`src/rtl/cpu_idle_pkg.sv`:
```
package cpu_idle_pkg;
  localparam int unsigned REG_SET    = 0;
  localparam int unsigned REG_CLEAR  = 1;
  localparam int unsigned REG_STATUS = 2;
endpackage

```
`src/rtl/cpu_idle_regs.sv`:
```
module cpu_idle_regs #(
  parameter int unsigned DATA_W  = 32,
  parameter int unsigned ADDR_W  = 2,
  parameter int unsigned CPU_BIT = 0
) (
  input  logic              clk,
  input  logic              rst,
  input  logic              wr_en,
  input  logic [ADDR_W-1:0] wr_addr,
  input  logic [DATA_W-1:0] wr_data,
  input  logic [DATA_W-1:0] wr_mask,
  input  logic              rd_en,
  input  logic [ADDR_W-1:0] rd_addr,
  input  logic              run_q,
  output logic              en_req,
  output logic              dis_req,
  output logic [DATA_W-1:0] rd_data,
  output logic              rd_valid
);
  import cpu_idle_pkg::*;

  logic bit_hit;
  assign bit_hit = wr_en & wr_data[CPU_BIT] & wr_mask[CPU_BIT];
  assign en_req  = bit_hit && (wr_addr == ADDR_W'(REG_SET));
  assign dis_req = bit_hit && (wr_addr == ADDR_W'(REG_CLEAR));

  always_ff @(posedge clk) begin
    if (rst) begin
      rd_data  <= '0;
      rd_valid <= 1'b0;
    end else begin
      rd_valid <= rd_en;
      if (rd_en) begin
        rd_data <= '0;
        if (rd_addr == ADDR_W'(REG_STATUS)) rd_data[CPU_BIT] <= run_q;
      end
    end
  end
endmodule

```
`src/rtl/cpu_idle_wake.sv`:
```
module cpu_idle_wake #(
  parameter int unsigned NUM_IRQ = 8,
  parameter int unsigned NUM_FIQ = 2
) (
  input  logic [NUM_IRQ-1:0] irq_req,
  input  logic [NUM_IRQ-1:0] irq_en,
  input  logic [NUM_FIQ-1:0] fiq_req,
  input  logic [NUM_FIQ-1:0] fiq_en,
  output logic               wake
);
  logic [NUM_IRQ-1:0] irq_live;
  logic [NUM_FIQ-1:0] fiq_live;

  for (genvar i = 0; i < NUM_IRQ; i++) begin : g_irq
    assign irq_live[i] = irq_req[i] & irq_en[i];
  end
  for (genvar j = 0; j < NUM_FIQ; j++) begin : g_fiq
    assign fiq_live[j] = fiq_req[j] & fiq_en[j];
  end

  assign wake = (|irq_live) | (|fiq_live);
endmodule

```
`src/rtl/cpu_idle_ctl.sv`:
```
module cpu_idle_ctl (
  input  logic clk,
  input  logic rst,
  input  logic en_req,
  input  logic dis_req,
  input  logic wake,
  input  logic insn_done,
  output logic run_q,
  output logic pend_q
);
  logic stop_now;
  assign stop_now = run_q & (pend_q | dis_req) & insn_done;

  always_ff @(posedge clk) begin
    if (rst) begin
      run_q  <= 1'b1;
      pend_q <= 1'b0;
    end else if (wake || en_req) begin
      run_q  <= 1'b1;
      pend_q <= 1'b0;
    end else if (stop_now) begin
      run_q  <= 1'b0;
      pend_q <= 1'b0;
    end else if (dis_req && run_q) begin
      pend_q <= 1'b1;
    end
  end
endmodule

```
`src/rtl/cpu_idle_cgate.sv`:
```
module cpu_idle_cgate (
  input  logic clk,
  input  logic rst,
  input  logic run_q,
  output logic gclk
);
  logic en_low;

  always_ff @(negedge clk) begin
    if (rst) en_low <= 1'b1;
    else     en_low <= run_q;
  end

  assign gclk = clk & en_low;
endmodule

```
`src/rtl/cpu_idle_gate.sv`:
```
module cpu_idle_gate #(
  parameter int unsigned DATA_W  = 32,
  parameter int unsigned ADDR_W  = 2,
  parameter int unsigned CPU_BIT = 0,
  parameter int unsigned NUM_IRQ = 8,
  parameter int unsigned NUM_FIQ = 2
) (
  input  logic               clk,
  input  logic               rst,
  input  logic               wr_en,
  input  logic [ADDR_W-1:0]  wr_addr,
  input  logic [DATA_W-1:0]  wr_data,
  input  logic [DATA_W-1:0]  wr_mask,
  input  logic               rd_en,
  input  logic [ADDR_W-1:0]  rd_addr,
  output logic [DATA_W-1:0]  rd_data,
  output logic               rd_valid,
  input  logic               insn_done,
  input  logic [NUM_IRQ-1:0] irq_req,
  input  logic [NUM_IRQ-1:0] irq_en,
  input  logic [NUM_FIQ-1:0] fiq_req,
  input  logic [NUM_FIQ-1:0] fiq_en,
  output logic               cpu_clk,
  output logic               bus_clk
);
  logic en_req, dis_req, wake, run_q, pend_q;

  cpu_idle_regs #(.DATA_W(DATA_W), .ADDR_W(ADDR_W), .CPU_BIT(CPU_BIT)) regs_i (
    .clk(clk), .rst(rst), .wr_en(wr_en), .wr_addr(wr_addr), .wr_data(wr_data),
    .wr_mask(wr_mask), .rd_en(rd_en), .rd_addr(rd_addr), .run_q(run_q),
    .en_req(en_req), .dis_req(dis_req), .rd_data(rd_data), .rd_valid(rd_valid)
  );

  cpu_idle_wake #(.NUM_IRQ(NUM_IRQ), .NUM_FIQ(NUM_FIQ)) wake_i (
    .irq_req(irq_req), .irq_en(irq_en), .fiq_req(fiq_req), .fiq_en(fiq_en),
    .wake(wake)
  );

  cpu_idle_ctl ctl_i (
    .clk(clk), .rst(rst), .en_req(en_req), .dis_req(dis_req), .wake(wake),
    .insn_done(insn_done), .run_q(run_q), .pend_q(pend_q)
  );

  cpu_idle_cgate cgate_i (
    .clk(clk), .rst(rst), .run_q(run_q), .gclk(cpu_clk)
  );

  assign bus_clk = clk;
endmodule

```
`config.mk`:
```
export PLATFORM = sky130hd
export DESIGN_NAME = cpu_idle_gate
export DESIGN_NICKNAME = d
export VERILOG_FILES = /design/src/rtl/cpu_idle_pkg.sv /design/src/rtl/cpu_idle_regs.sv /design/src/rtl/cpu_idle_wake.sv /design/src/rtl/cpu_idle_ctl.sv /design/src/rtl/cpu_idle_cgate.sv /design/src/rtl/cpu_idle_gate.sv
export SDC_FILE = /design/constraint.sdc
export NUM_CORES = 1
export LEC_CHECK = 0
export BUFFER_PORTS_ARGS = -buffer_cell sky130_fd_sc_hd__buf_2
export CAP_MARGIN = 20
export CORE_MARGIN = 3
export CORE_UTILIZATION = 23
export DETAILED_ROUTE_END_ITERATION = 10
export PLACE_DENSITY_LB_ADDON = 0.15
export SYNTH_ARGS = -nofsm -noshare
export SYNTH_HDL_FRONTEND = slang
export SYNTH_HIERARCHICAL = 1
export SYNTH_SLANG_ARGS = --single-unit
```
`constraint.sdc`:
```
create_clock -name clk -period 5 [get_ports clk]
set_clock_uncertainty 0.2 [all_clocks]
set_input_delay 1 -clock clk [delete_from_list [all_inputs] [get_ports clk]]
set_output_delay 1 -clock clk [all_outputs]
set_load 0.02 [all_outputs]
```
==> summary.md, run 1 <==
| Metric | Value |
|---|---|
| Status | `complete, no violations` |
| Ys async rst share | `0` |
| Startpoint Class | `register` |
| Total wire length | `1070 um` |
| Fillers | `245` |
| Post-layout util | `0.317` |
| DRC | `0` |
| Synth top cells by count | `32 x buf_4, 5 x dfxtp_1, 3 x a22oi_1` |
| Routed vias/inst | `3.52` |
| Critical Path AT | `~3.5 ns` |
| Die area | `2800 um^2` |
| Worst hold path type | `reg2reg` |
| Ys flop type | `dfxtp_1` |
| Max cap viols | `0` |
| Synth warn | `6` |
| Area contributors post-synth | `buf_4 48%, dfxtp_1 20%, a22oi_1 4.5%, nand4b_1 3.5%, a221oi_2 3.0%` |
| Post-synthesis sequential area ratio | `0.198` |
| Number of DRC markers in iteration 0 | `7` |
| Largest net degree at the start of global routing | `6` |
| Syn avg cell area | `8.42 um^2` |
| Clk Latency, worst-skew pair | `0.35 ns` |
| Critical path's largest stage delay | `0.29 ns` |
| Global-route wire length before repair | `1450 um` |
| Number of global-route vias before repair | `~420` |
| Die W | `52.9 um` |
| DIE HEIGHT | `52.9 um` |
| Core Region | `2020 um^2` |
| Final-report hold violation count | `0` |
| Post-CTS Setup Repair Bufs | `0` |
| Clk slew on worst S/H paths | `0.05 ns` |
| Synth cell types | `20` |
| PwrDens | `349 nW/um^2` |
| Critical-path cell list | `and2_1 > buf_2` |
| Site Rows | `16` |
| NumNets Final | `slightly below 200` |
| Dpl hpwl | `877 um` |
| CTS tree | `done` |
| Hold Path Depth | `2` |
| Final slew viol count | `0` |
| CP required | `3.80 ns` |
| Initial antenna violation count | `0` |
| Number of primary I/O pins | `approximately 130` |
| Avg WL per Cell | `8.33 um` |
| Gr usage total | `0.0829` |
| Slowest-stage cell, CP | `dfxtp_1` |
| # diodes | `0` |
| Initial Util | `0.250` |
| Area Overhead vs Synth | `27.0%` |
| Reg2Reg Depth | `1` |
| Top-count cell post-synth | `buf_4` |
| Placer Congestion | `0.621` |
| Critical Path Source | `cgate_i/en_low` |
| DR pass1 iterations | `4` |
| Antenna viol nets, final | `0` |
| RSZ-0062 raised after global routing | `false` |
| Pleak | `0.362 nW` |
| Proportion of layout cells with a drive suffix above 1 | `0.455` |
| Synth Instances | `60` |
| Reg2reg end | `cgate_i/en_low` |
| Total gr overflow | `0` |
| Reg-to-Reg Start | `ctl_i/run_q` |
| Setup-failing EPs final | `0` |
| Crit end category | `output port` |
| WHS | `between 0.2 and 0.3 ns` |
| Worst Path Max Fanout | `1` |
| Worst setup path end | `cpu_clk` |
| Setup_tns | `0 ns` |
| Post-cts resize count | `0` |
| I/O Buffers | `34` |
| WS Path Type | `reg2out` |
| Mapped Area | `slightly above 500 um^2` |
| FF-to-FF setup slack | `~1.7 ns` |
| Synth area leader | `buf_4` |
| Top cell type's share of synthesized area | `0.475` |
| Seq cells post-synth | `5` |
| Hold bufs inserted after CTS | `0` |
| EDFF count, synth | `0` |
| VDD IR-drop max | `0.000179 V` |
| Vias | `450` |
-- critical path, delay by kind of cell (launching register included) --
kind	cells	cell delay (ns)
flip-flops	1	0.29
buffers and inverters	1	0.15
AND/OR/NAND/NOR	1	0.12
-- layer usage --
metal / vias to the layer above / global-route usage / part of all wire
met2: 42 / 0.112 / 0.53
li1: 220 / - / -
met5: - / 0 / 0
met3: 0 / 0.0254 / 0.19
met4: 0 / 0.162 / 0
met1: 188 / 0.0687 / 0.28
-- how the worst min path moves through the flow --
stage | start | end | slack (ns)
5_1_grt | regs_i/rd_data[0] | regs_i/rd_data[0] | 0.33
6_report | regs_i/rd_data[0] | regs_i/rd_data[0] | 0.29
2_1_floorplan | ctl_i/run_q | ctl_i/pend_q | 0.28
4_1_cts | regs_i/rd_data[0] | regs_i/rd_data[0] | 0.29
3_5_place_dp | regs_i/rd_data[0] | regs_i/rd_data[0] | 0.28
3_3_place_gp | regs_i/rd_data[0] | regs_i/rd_data[0] | 0.28
-- state kept, by name, indices dropped and copies added, names as in the netlist --
signal,cells
cgate_i/en_low,1
ctl_i/pend_q,1
ctl_i/run_q,1
regs_i/rd_data,1
regs_i/rd_valid,1
-- cell type report --
cell class | instances | area [um^2] | share of cell area
Tap cell | 27 | 33.8 | 0.0526
Multi-Input combinational cell | 51 | 270 | 0.421
Clock inverter | 2 | 7.51 | 0.0117
Sequential cell | 5 | 100 | 0.156
Timing Repair Buffer | 32 | 160 | 0.250
Inverter | 1 | 3.75 | 0.00585
Clock buffer | 10 | 66.3 | 0.103
-- per-stage QoR --
| step | cells | setup WS, ns | area, um^2 | total power [mW] |
|---|---|---|---|---|
| 2_1_floorplan | 90 | 0.805 | 618 | 0.130 |
| 3_3_place_gp | 119 | 0.769 | 582 | 0.127 |
| 3_5_place_dp | 119 | 0.766 | 582 | 0.127 |
| 4_1_cts | 128 | 0.301 | 642 | 0.232 |
| 5_1_grt | 128 | 0.287 | 642 | 0.242 |
| 6_report | 128 | 0.323 | 642 | 0.224 |
-- placed cells by master, fill, tap and decap left out, types with 2 or more instances in the layout --
cell type and instances:
nand4b_1 2, conb_1 31, inv_1 3, buf_2 34
a22oi_1 3, clkbuf_4 7, dfxtp_1 5, nor2_1 2
-- logic make-up after synthesis --
logic type / share of synthesized area
AO/OA/AOI/OAI: 0.171
flip-flops: 0.198
AND/OR/NAND/NOR: 0.134
other: 0.00742
buffers and inverters: 0.490
-- report_power, final --
| part | switching (mW) | total [mW] | internal [mW] |
|---|---|---|---|
| registers | 0.000240 | 0.0410 | 0.0408 |
| clock network | 0.0599 | 0.143 | 0.0830 |
| logic | 0.0282 | 0.0403 | 0.0121 |
(Power assumes the default switching activity.)
==> run 2, diff against run 1 <==
- CORE_AREA: unset -> 2 2 50 52
- CORE_MARGIN: 3 -> unset
- CORE_UTILIZATION: 23 -> unset
- DIE_AREA: unset -> 0 0 52 54
- MAX_ROUTING_LAYER: unset -> met4
==> run 2 against run 1 <==
  * Total power decreased by 0.61%
  * Clock power about the same
  * Count of clock-buffer cells in the layout unchanged
  * Largest cell class unchanged
  * Via count increased by 2.7%
  * Critical path type unchanged
  * Cell count increased by 2.3%
  * Combinational power about the same
  * Flip-flop and latch count unchanged
  * Sequential power about the same
  * Non-clock buffer count unchanged
  * Largest power group unchanged
  * Sequential share of layout area decreased by 0.091 points
==> summary.md, run 2 (synthesis gave the netlist of run 1 again) <==
| Metric | Value |
|---|---|
| Max cap viols | `0` |
| Final-report hold violation count | `0` |
| Dpl ws | `~0.77 ns` |
| Clk Latency, worst-skew pair | `0.35 ns` |
| Core Region | `between 2000 and 2500 um^2` |
| DRC | `0` |
| Critical-path cell list | `and2_1 > buf_2` |
| Initial Util | `0.218` |
| Total gr overflow | `0` |
| WHS | `0.297 ns` |
| Vias | `462` |
| Worst Path Max Fanout | `1` |
| Avg WL per Cell | `7.50 um` |
| Final worst setup slack | `0.335 ns` |
| Setup_tns | `0 ns` |
| Critical path's largest stage delay | `0.28 ns` |
| Total power | `223 uW` |
| Routed vias/inst | `3.53` |
| Cell Area, Placed | `586 um^2` |
| PwrDens | `345 nW/um^2` |
| NetSw | `around 87 uW` |
| Comb pwr share | `0.181` |
| Initial antenna violation count | `0` |
| Min-Delay Endpoint | `regs_i/rd_data[0]` |
| Post-cts resize count | `0` |
| Internal | `136 uW` |
| Startpoint Class | `register` |
| Net Sw Frac | `0.391` |
| CTS tree | `done` |
| Sequential share of power | `0.184` |
| Reg2reg end | `cgate_i/en_low` |
| FF-to-FF setup slack | `1.67 ns` |
| CP required | `3.80 ns` |
| Crit end category | `output port` |
| Start point of the worst hold path | `regs_i/rd_data[0]` |
| Commonest non-fill, non-tap cell in the layout | `buf_2` |
| Gr usage total | `0.0810` |
| RSZ-0062 raised after global routing | `false` |
| DIE HEIGHT | `roughly 54 um` |
| Post-CTS Setup Repair Bufs | `0` |
| Clk slew on worst S/H paths | `roughly 0.040 ns` |
| Clock power share | `0.635` |
| Die area | `2810 um^2` |
| Number of global-route vias before repair | `419` |
| Placer Congestion | `0.652` |
| # diodes | `0` |
| Area Overhead vs Synth | `27.7%` |
| Status | `complete, no violations` |
| Setup-failing EPs final | `0` |
| Finished Cell Area | `646 um^2` |
| Reg2Reg Depth | `1` |
| DR pass1 iterations | `4` |
| Hold Path Depth | `2` |
| Antenna viol nets, final | `0` |
| Number of primary I/O pins | `about 130` |
| Proportion of layout cells with a drive suffix above 1 | `0.455` |
| Die W | `52 um` |
| I/O Buffers | `34` |
| Critical Path AT | `about 3.5 ns` |
| Final slew viol count | `0` |
| Total wire length | `982 um` |
| Commonest non-fill, non-tap cells in the layout | `34 x buf_2, 31 x conb_1, 7 x clkbuf_4, 5 x dfxtp_1` |
| Site Rows | `18` |
| NumNets Final | `194` |
| Reg-to-Reg Start | `ctl_i/run_q` |
| Pleak | `0.362 nW` |
| Dpl hpwl | `817 um` |
| Slowest-stage cell, CP | `dfxtp_1` |
| WS Path Type | `reg2out` |
| Largest net degree at the start of global routing | `6` |
| VDD IR-drop max | `0.000169 V` |
| Number of DRC markers in iteration 0 | `8` |
| Worst hold path type | `reg2reg` |
| Hold bufs inserted after CTS | `0` |
| Global-route wire length before repair | `1440 um` |
## run 2: cell counts in the layout (fill, tap and decap cells not counted)
Identical to the previous run, type by type.
## run 2: power by group through the flow
stage | logic [mW] | registers (mW) | clock network [mW]
6_report | 0.0403 | 0.0411 | 0.142
5_1_grt | 0.0442 | 0.0410 | 0.157
4_1_cts | 0.0401 | 0.0411 | 0.146
3_5_place_dp | 0.0399 | 0.0417 | 0.0452
3_3_place_gp | 0.0397 | 0.0417 | 0.0452
2_1_floorplan | 0.0438 | 0.0427 | 0.0432
## run 2: layer usage
metal | up-vias | global-route usage | part of all wire
met5 | - | - | 0
met4 | 0 | 0.127 | 0.0071
met3 | 2 | 0.0306 | 0.17
met2 | 47 | 0.116 | 0.51
met1 | 194 | 0.0662 | 0.31
li1 | 219 | - | -
## run 2: worst max-delay path, delay by kind of cell (launching register included)
| family | cells | cell delay (ns) |
|---|---|---|
| buf+inv | 1 | 0.15 |
| flops | 1 | 0.28 |
| simple gates | 1 | 0.12 |
## run 2: how the worst max path moves through the flow
stage	to	cells after the start	slack, ns	start
final	cpu_clk	2	0.34	cgate_i/en_low
after global routing	cpu_clk	2	0.30	cgate_i/en_low
after CTS	cpu_clk	2	0.32	cgate_i/en_low
after detailed placement	cpu_clk	2	0.77	cgate_i/en_low
after global placement	cpu_clk	2	0.77	cgate_i/en_low
after floorplan	cpu_clk	1	0.81	cgate_i/en_low
## run 2: final cells by class
class	count	area, um^2
Clock buffer	10	66.3
Timing Repair Buffer	32	160
Multi-Input combinational cell	51	270
Inverter	1	3.75
Sequential cell	5	100
Clock inverter	2	7.51
Tap cell	30	37.5
Fill cell	267	1670
## run 2: metrics by stage
stage	instances	utilization
floorplan	90	-
global placement	122	0.252
detailed placement	122	0.252
CTS	131	0.278
global route	131	0.278
finish	131	0.278
